`config.mk`:
```
export PLATFORM = sky130hd
export DESIGN_NAME = cfg_latch_bank
export DESIGN_NICKNAME = d
export VERILOG_FILES = /design/src/rtl/cfg_bank_pkg.sv /design/src/rtl/cfg_wr_decode.sv /design/src/rtl/cfg_masked_merge.sv /design/src/rtl/cfg_latch_bank.sv
export SDC_FILE = /design/constraint.sdc
export NUM_CORES = 1
export LEC_CHECK = 0
export ABC_CLOCK_PERIOD_IN_PS = 2550
export CAP_MARGIN = 20
export CORE_UTILIZATION = 35
export DETAILED_ROUTE_END_ITERATION = 6
export PLACE_DENSITY = 0.58
export SLEW_MARGIN = 0
export SYNTH_ARGS = -nofsm -noshare
export SYNTH_HDL_FRONTEND = slang
export SYNTH_SLANG_ARGS = --single-unit
export TNS_END_PERCENT = 10
```
`constraint.sdc`:
```
create_clock -name clk -period 2.55 [get_ports clk]
set_input_delay 0.51 -clock clk [delete_from_list [all_inputs] [get_ports clk]]
set_output_delay 0.51 -clock clk [all_outputs]
set_load 0.03 [all_outputs]
```
`src/rtl/cfg_bank_pkg.sv`:
```
package cfg_bank_pkg;
    localparam int DATA_W      = 8;
    localparam int ADDR_W      = 4;
    localparam int GLOB_BANKS  = 3;
    localparam int MAX_CHAN    = 12;
    localparam int GLEN_W      = MAX_CHAN;

    localparam logic [ADDR_W-1:0] A_GLEN_LO = 4'd12;
    localparam logic [ADDR_W-1:0] A_GLEN_HI = 4'd13;
    localparam logic [ADDR_W-1:0] A_MISC    = 4'd14;
    localparam logic [ADDR_W-1:0] A_MASK    = 4'd15;

    localparam logic [DATA_W-1:0] RST_CHAN   = 8'h00;
    localparam logic [DATA_W-1:0] RST_GLEN_LO = 8'hFF;
    localparam logic [DATA_W-1:0] RST_GLEN_HI = 8'h0F;
    localparam logic [DATA_W-1:0] RST_MISC   = 8'h00;
    localparam logic [DATA_W-1:0] RST_MASK   = 8'hFF;
endpackage

```
`src/rtl/cfg_wr_decode.sv`:
```
module cfg_wr_decode
    import cfg_bank_pkg::*;
#(
    parameter int CHAN_BANKS = 12
) (
    input  logic                  wr_n,
    input  logic [ADDR_W-1:0]     addr,
    input  logic                  bcast,
    input  logic [CHAN_BANKS-1:0] glen,
    output logic [CHAN_BANKS-1:0] chan_we,
    output logic [GLOB_BANKS-1:0] glob_we,
    output logic                  mask_we
);
    logic in_chan;

    always_comb begin
        in_chan = !wr_n && (int'(addr) < CHAN_BANKS);
        for (int i = 0; i < CHAN_BANKS; i++) begin
            chan_we[i] = in_chan && (bcast ? glen[i] : (int'(addr) == i));
        end
        glob_we[0] = !wr_n && (addr == A_GLEN_LO);
        glob_we[1] = !wr_n && (addr == A_GLEN_HI);
        glob_we[2] = !wr_n && (addr == A_MISC);
        mask_we    = !wr_n && (addr == A_MASK);
    end

    // at most one of the global/mask banks is selected, and never together with a channel bank
    always_comb begin
        a_r5_single_target: assert ($onehot0({glob_we, mask_we, |chan_we}));
    end

    // gap addresses select nothing
    always_comb begin
        if (int'(addr) >= CHAN_BANKS && int'(addr) < MAX_CHAN)
            a_r8_gap_no_select: assert (chan_we == '0 && glob_we == '0 && !mask_we);
    end
endmodule

```
`src/rtl/cfg_masked_merge.sv`:
```
module cfg_masked_merge
    import cfg_bank_pkg::*;
#(
    parameter bit UNMASKED = 1'b0
) (
    input  logic [DATA_W-1:0] cur,
    input  logic [DATA_W-1:0] wdata,
    input  logic [DATA_W-1:0] mask,
    input  logic              we,
    output logic [DATA_W-1:0] nxt
);
    generate
        if (UNMASKED) begin : g_plain
            logic unused_mask;
            assign unused_mask = ^mask;
            assign nxt = we ? wdata : cur;
        end else begin : g_masked
            assign nxt = we ? ((cur & ~mask) | (wdata & mask)) : cur;
        end
    endgenerate
endmodule

```
`src/rtl/cfg_latch_bank.sv`:
```
module cfg_latch_bank
    import cfg_bank_pkg::*;
#(
    parameter int CHAN_BANKS = 12
) (
    input  logic                         clk,
    input  logic                         rst,
    input  logic                         cfg_wr_n,
    input  logic [3:0]                   cfg_addr,
    input  logic [7:0]                   cfg_data,
    output logic [8*CHAN_BANKS-1:0]      chan_cfg_o,
    output logic [8*GLOB_BANKS-1:0]      glob_cfg_o,
    output logic [7:0]                   mask_o
);
    typedef struct packed {
        logic [CHAN_BANKS-1:0][DATA_W-1:0] chan;
        logic [GLOB_BANKS-1:0][DATA_W-1:0] glob;
        logic [DATA_W-1:0]                 mask;
    } cfg_state_t;

    cfg_state_t state_d, state_q;

    logic [GLEN_W-1:0]                 glen_all;
    logic [CHAN_BANKS-1:0]             chan_we;
    logic [GLOB_BANKS-1:0]             glob_we;
    logic                              mask_we;
    logic [CHAN_BANKS-1:0][DATA_W-1:0] chan_nxt;
    logic [GLOB_BANKS-1:0][DATA_W-1:0] glob_nxt;
    logic [DATA_W-1:0]                 mask_nxt;
    logic                              unused_glen;

    assign glen_all    = {state_q.glob[1][3:0], state_q.glob[0]};
    assign unused_glen = ^{state_q.glob[1][7:4], glen_all};

    cfg_wr_decode #(.CHAN_BANKS(CHAN_BANKS)) u_dec (
        .wr_n    (cfg_wr_n),
        .addr    (cfg_addr),
        .bcast   (state_q.glob[2][0]),
        .glen    (glen_all[CHAN_BANKS-1:0]),
        .chan_we (chan_we),
        .glob_we (glob_we),
        .mask_we (mask_we)
    );

    generate
        for (genvar g = 0; g < CHAN_BANKS; g++) begin : g_chan
            cfg_masked_merge #(.UNMASKED(1'b0)) u_merge (
                .cur(state_q.chan[g]), .wdata(cfg_data), .mask(state_q.mask),
                .we(chan_we[g]), .nxt(chan_nxt[g])
            );
        end
        for (genvar g = 0; g < GLOB_BANKS; g++) begin : g_glob
            cfg_masked_merge #(.UNMASKED(1'b0)) u_merge (
                .cur(state_q.glob[g]), .wdata(cfg_data), .mask(state_q.mask),
                .we(glob_we[g]), .nxt(glob_nxt[g])
            );
        end
    endgenerate

    cfg_masked_merge #(.UNMASKED(1'b1)) u_mask_merge (
        .cur(state_q.mask), .wdata(cfg_data), .mask(state_q.mask),
        .we(mask_we), .nxt(mask_nxt)
    );

    always_comb begin
        state_d.chan = chan_nxt;
        state_d.glob = glob_nxt;
        state_d.mask = mask_nxt;
        if (rst) begin
            for (int i = 0; i < CHAN_BANKS; i++) state_d.chan[i] = RST_CHAN;
            state_d.glob[0] = RST_GLEN_LO;
            state_d.glob[1] = RST_GLEN_HI;
            state_d.glob[2] = RST_MISC;
            state_d.mask    = RST_MASK;
        end
    end

    always_ff @(posedge clk) begin
        state_q <= state_d;
    end

    assign chan_cfg_o = state_q.chan;
    assign glob_cfg_o = state_q.glob;
    assign mask_o     = state_q.mask;

    // mask bank takes the whole byte
    a_r4_mask_full_write: assert property (@(posedge clk) disable iff (rst)
        (!cfg_wr_n && cfg_addr == A_MASK) |=> (mask_o == $past(cfg_data)));

    // masked-off bits of address 12 keep their value, enabled bits take data
    a_r3_kept_bits: assert property (@(posedge clk) disable iff (rst)
        (!cfg_wr_n && cfg_addr == A_GLEN_LO) |=>
        (((glob_cfg_o[7:0] ^ $past(glob_cfg_o[7:0])) & ~$past(mask_o)) == 8'h00) &&
        (((glob_cfg_o[7:0] ^ $past(cfg_data)) & $past(mask_o)) == 8'h00));

    // idle strobe leaves everything alone
    a_r2_idle_stable: assert property (@(posedge clk) disable iff (rst)
        cfg_wr_n |=> ($stable(chan_cfg_o) && $stable(glob_cfg_o) && $stable(mask_o)));

    // global and mask writes never reach channel banks
    a_r7_no_chan_spill: assert property (@(posedge clk) disable iff (rst)
        (!cfg_wr_n && cfg_addr >= A_GLEN_LO) |=> $stable(chan_cfg_o));

    // gap addresses leave every bank unchanged
    a_r8_gap_ignored: assert property (@(posedge clk) disable iff (rst)
        (!cfg_wr_n && int'(cfg_addr) >= CHAN_BANKS && int'(cfg_addr) < MAX_CHAN) |=>
        ($stable(chan_cfg_o) && $stable(glob_cfg_o) && $stable(mask_o)));
endmodule

```
# Word-level counts from Yosys, hierarchy flattened
# Index checks and enable logic that the tools add are counted.
classes:
  muxes: 12
  n_eq_ne: 15
  n_reduce_logical: 19
  n_lt_le_gt_ge: 1
  bitwise_logic: 32
ops:
  columns: ["operator", "count"]
  rows:
  - ["$and 8x8->8", 16]
  - ["$or 8x8->8", 15]
  - ["$eq 4x4->1 const B", 12]
  - ["$logic_and 1x1->1", 17]
  - ["$mux 1", 12]
  - ["$eq 4x3->1 const B", 2]
  - ["$not 8->8", 1]
  - ["$eq 4x2->1 const B", 1]
  - ["$logic_not 4->1", 1]
  - ["$lt 4x4->1 const B", 1]
  - ["$logic_not 1->1", 1]
totals:
  out_inout_bits: 128
  in_bits: 15
  elab_cells: 95
  register_bits: 128

# Longest topological paths before layout
logic_depth:
  word_depth: 3
  depth_mapped: 6
  mapped_depth_nobuf: 4

# Hierarchy
# A second synthesis with hierarchy kept.
hier_totals:
  hier_cells: 589
  area_unflattened_um2: 6399.9
by_module_without_submodules:
  columns: ["mod", "area_per_inst_um2", "seq_area_each_um2", "cells_per_inst", "instances"]
  rows:
  - ["cfg_latch_bank", 3477.1, 2562.5, 270, 1]
  - ["cfg_masked_merge (g_chan[0].u_merge ...)", 161.4, 0.0, 17, 15]
  - ["cfg_wr_decode", 370.4, 0.0, 55, 1]
  - ["cfg_masked_merge (u_mask_merge)", 131.4, 0.0, 9, 1]

# Worst setup path after synthesis
# No wires, ideal clock.
synth_timing:
  path_kind: "input-to-reg"
  startpoint: "input port cfg_addr[2]"
  endpoint: "register with a tool-made name"
  path_stages: 6
  required_ps: 2418
  setup_ps: 132
  slack_ps: 994
  n_path_buf: 2
  t_arrival_ps: 1424
  cell_sequence: "a21oi_2 clkbuf_2 nand2_1 clkbuf_1 o21ai_0 a21oi_1"
synth_lines:
  columns: ["item", "line_no", "rtl"]
  rows:
  - ["start: declaration", "cfg_latch_bank.sv:9", "input logic [3:0] cfg_addr,"]

# Worst setup path after layout
layout_timing:
  startpoint: "register state_q, in the netlist mask_o[7]"
  endpoint: "output port mask_o[7]"
layout_lines:
  columns: ["item", "line_no", "rtl"]
  rows:
  - ["start: declaration", "cfg_latch_bank.sv:21", "cfg_state_t state_d, state_q;"]
  - ["start signal: assignment", "cfg_latch_bank.sv:79", "state_q <= state_d;"]
  - ["end: declaration", "cfg_latch_bank.sv:13", "output logic [7:0] mask_o"]
# No word-level cell between the ends.

==> summary.md <==
| Metric | Value |
|---|---|
| GRT Residual Overflow | `0` |
| Post-route ant nets | `0` |
| Non-filler cells, final | `976` |
| Post-synthesis average cell area | `8.29 sq um` |
| Met3 wire len | `1840 microns` |
| Routed wire length on met2 | `about 10000 microns` |
| Syn nets | `~640` |
| Number of pins with negative max-slew slack in the final report | `0` |
| Wl on met1 | `8460 microns` |
| Number of antenna violations at the first check in global routing | `0` |
| Total CTS buffers | `17` |
| Startpoint class of the critical path | `flip-flop` |
| Remaining DRCs | `0` |
| I/O pin cnt | `143` |
| Placement-stage cell area | `7030 sq um` |
| Placer congestion estimate | `0.876` |
| Count of endpoints failing setup in the final report | `0` |
| CTS sink cnt | `128` |
| Arrival @ worst endpoint | `1740 ps` |
| Ant. Diodes | `0` |
| Share of Yosys cell area claimed by the top area cell type | `49.6%` |
| Post-detail-place hpwl | `13700 microns` |
| Initial Util | `a little over a third` |
| Longest individual stage delay on the worst path | `760 ps` |
| Ys async rst share | `0%` |
| Number of instances in the placed design | `between 900 and 1000` |
| Worst-case clock buffer depth | `2` |
| Top FF cell, synth | `sky130_fd_sc_hd__dfxtp_1` |
| GRT Util Overall | `27.9%` |
| Static leakage power | `2.60 nW` |
| Sequential share of the synthesized area | `approximately 50%` |
| Synthesized instance count | `623` |
| Die width | `123 microns` |
| Worst-Skew Late Latency | `420 ps` |
| Routed vias/inst | `roughly 5.8` |
| Most frequent standard cell in the layout excluding fill and tap cells | `sky130_fd_sc_hd__clkdlybuf4s50_1` |
| Reg clk slew, reported paths | `60 ps` |
| Worst-path cell with the longest stage delay | `sky130_fd_sc_hd__clkdlybuf4s50_1` |
| Detailed Route WL | `~21000 microns` |
| Yosys reg bits | `128` |
| Critical path class | `flip-flop to output pin` |
| Worst hold-check path type | `flip-flop to flip-flop` |
| Cell type contributing the most total cell area after synthesis | `sky130_fd_sc_hd__dfxtp_1` |
| Number of gates resized after cts | `0` |
| TritonCTS clock tree | `done` |
| Max-capacitance violation count | `0` |
| Data required, critical path | `2040 ps` |
| Number of buffer and inverter instances along the worst setup path | `1` |
| Count of final hold-check violations | `0` |
| Worst Max-Slew Pin Slew | `938 ps` |
| Die footprint | `approximately 15000 sq um` |
| Count of different cell masters after synthesis | `34` |
| Setup tns final | `0 ps` |
| 1st-pass router iterations | `6` |
| Count of port buffers added during placement | `142` |
| Final worst clock skew | `5.44 ps` |
| Standard-cell row count | `44` |
| H-tree level count | `4` |
| Final Cycle Share | `about nine tenths` |
| Area of all placed cells without fillers | `approximately 7600 sq um` |
| Chip Height | `123 microns` |
| Root buf cell | `sky130_fd_sc_hd__clkbuf_16` |
| Peak ir drop on the vdd network | `0.420 mV` |
| Highest net fanout along the worst path | `9` |
| Tightest slew margin relative to the limit | `37.3%` |
| Run status | `finished, final reports clean` |
| Element type at the critical path end | `output pin` |
| Number of global-route vias before repair | `5297` |
| PD cells | `~650 nW/um^2` |
| Quantity of hold-fixing buffers added after cts | `0` |
| Area Overhead vs Synth | `47.3%` |
| Global-route wire length before repair | `31000 microns` |
| Cell-by-cell listing of the critical path | `clkdlybuf4s50_1` |
| Post-CTS setup buffers | `0` |
| Pin count of the biggest net entering global routing | `56` |
| Final critical-path required period | `2250 ps` |
| Kind of cell with the highest combined delay on the critical path | `buffers and inverters` |
| RSZ-0062 raised after global routing | `no` |
| Commonest cells after routing, fill and taps aside | `sky130_fd_sc_hd__clkdlybuf4s50_1, sky130_fd_sc_hd__dfxtp_1, sky130_fd_sc_hd__nand3_1, sky130_fd_sc_hd__a21oi_1, sky130_fd_sc_hd__o21ai_0` |
| Overall Power | `4.94 mW` |
| Top routing layer in use | `met4` |
| Total number of nets in the final design | `about 790` |
| Achievable frequency | `roughly 440 MHz` |
| Summed instance area of the synthesized netlist | `5170 sq um` |
| Routed length per placed instance | `21.1 microns` |
| Share of cells above drive strength 1 | `12.4%` |
| Count of warnings emitted by yosys | `0` |
| Core area | `14500 sq um` |
| EDFF count, synth | `0` |
| Drt first-iter violations | `between 700 and 800` |
| Via total after detailed routing | `about 5700` |
| Top cells by area in the synthesized netlist | `sky130_fd_sc_hd__dfxtp_1, sky130_fd_sc_hd__a21oi_1, sky130_fd_sc_hd__nand3_1, sky130_fd_sc_hd__o21ai_0, sky130_fd_sc_hd__clkbuf_1` |
| WHS | `475 ps` |
-- path summary, 6_finish.rpt --
kind,end,startpoint,slack [ps],cells after the start
setup / recovery,mask_o[7],mask_o[7],300,1
hold / removal,flip-flop,flip-flop,470,2
setup reg to reg,flip-flop,flip-flop,690,5
hold reg to reg,flip-flop,flip-flop,470,2
-- through the flow --
stage	setup WS, ps	util (%)
detailed placement	158	48.5
global route	216	52.6
floorplan	994	-
global placement	223	48.5
finish	301	52.6
CTS	281	52.6
-- area by class of cell --
cell class,count,area (sq um)
fill,1335,6870
multi-input combinational,439,2370
clock inverter,13,140
sequential,128,2560
timing repair buffer,193,1860
clock buffer,19,443
tap,184,230
-- Yosys cell counts, types with 3 or more instances --
cell type                  instances
sky130_fd_sc_hd__a211oi_1         12
sky130_fd_sc_hd__a21bo_2           4
sky130_fd_sc_hd__a21boi_1          6
sky130_fd_sc_hd__a21oi_1         108
sky130_fd_sc_hd__a22o_1            3
sky130_fd_sc_hd__a22oi_1           3
sky130_fd_sc_hd__a31oi_1          12
sky130_fd_sc_hd__and2_1            8
sky130_fd_sc_hd__buf_2            13
sky130_fd_sc_hd__clkbuf_1         40
sky130_fd_sc_hd__dfxtp_1         128
sky130_fd_sc_hd__mux2i_1           8
sky130_fd_sc_hd__nand2_1          17
sky130_fd_sc_hd__nand3_1         108
sky130_fd_sc_hd__nor2_1           17
sky130_fd_sc_hd__nor3_1            9
sky130_fd_sc_hd__o21a_1            3
sky130_fd_sc_hd__o21ai_0          69
sky130_fd_sc_hd__o21ai_1          30
sky130_fd_sc_hd__o21ai_2           6
-- tightest hold or removal path: cells and delay by family, from the launching register on --
kind,cells,cell delay [ps]
flip-flops,1,300
AO/OA/AOI/OAI,2,120
-- report_power, final --
group	leakage, nW	internal [mW]	switching (mW)
sequential	1.03	2.03	0.0196
clock	0.275	1.46	0.921
combinational	1.29	0.168	0.344
total	2.60	3.66	1.29
-- cell families (layout without fill, tap and decap cells) --
kind of cell    Yosys count  in the layout  synth area share (%)
compound gates          257            257                  27.5
buf+inv                  56            225                  4.48
flops                   128            128                  49.6
mux                       8              8                  1.55
simple gates            174            174                  16.9
-- per-layer routing --
layer	up-vias	track usage, %
met4	0	10.1
met2	316	45.4
met5	-	0
met3	48	7.80
met1	2712	35.2
li1	2589	-
Note: power is estimated with default switching activity, not from simulation.
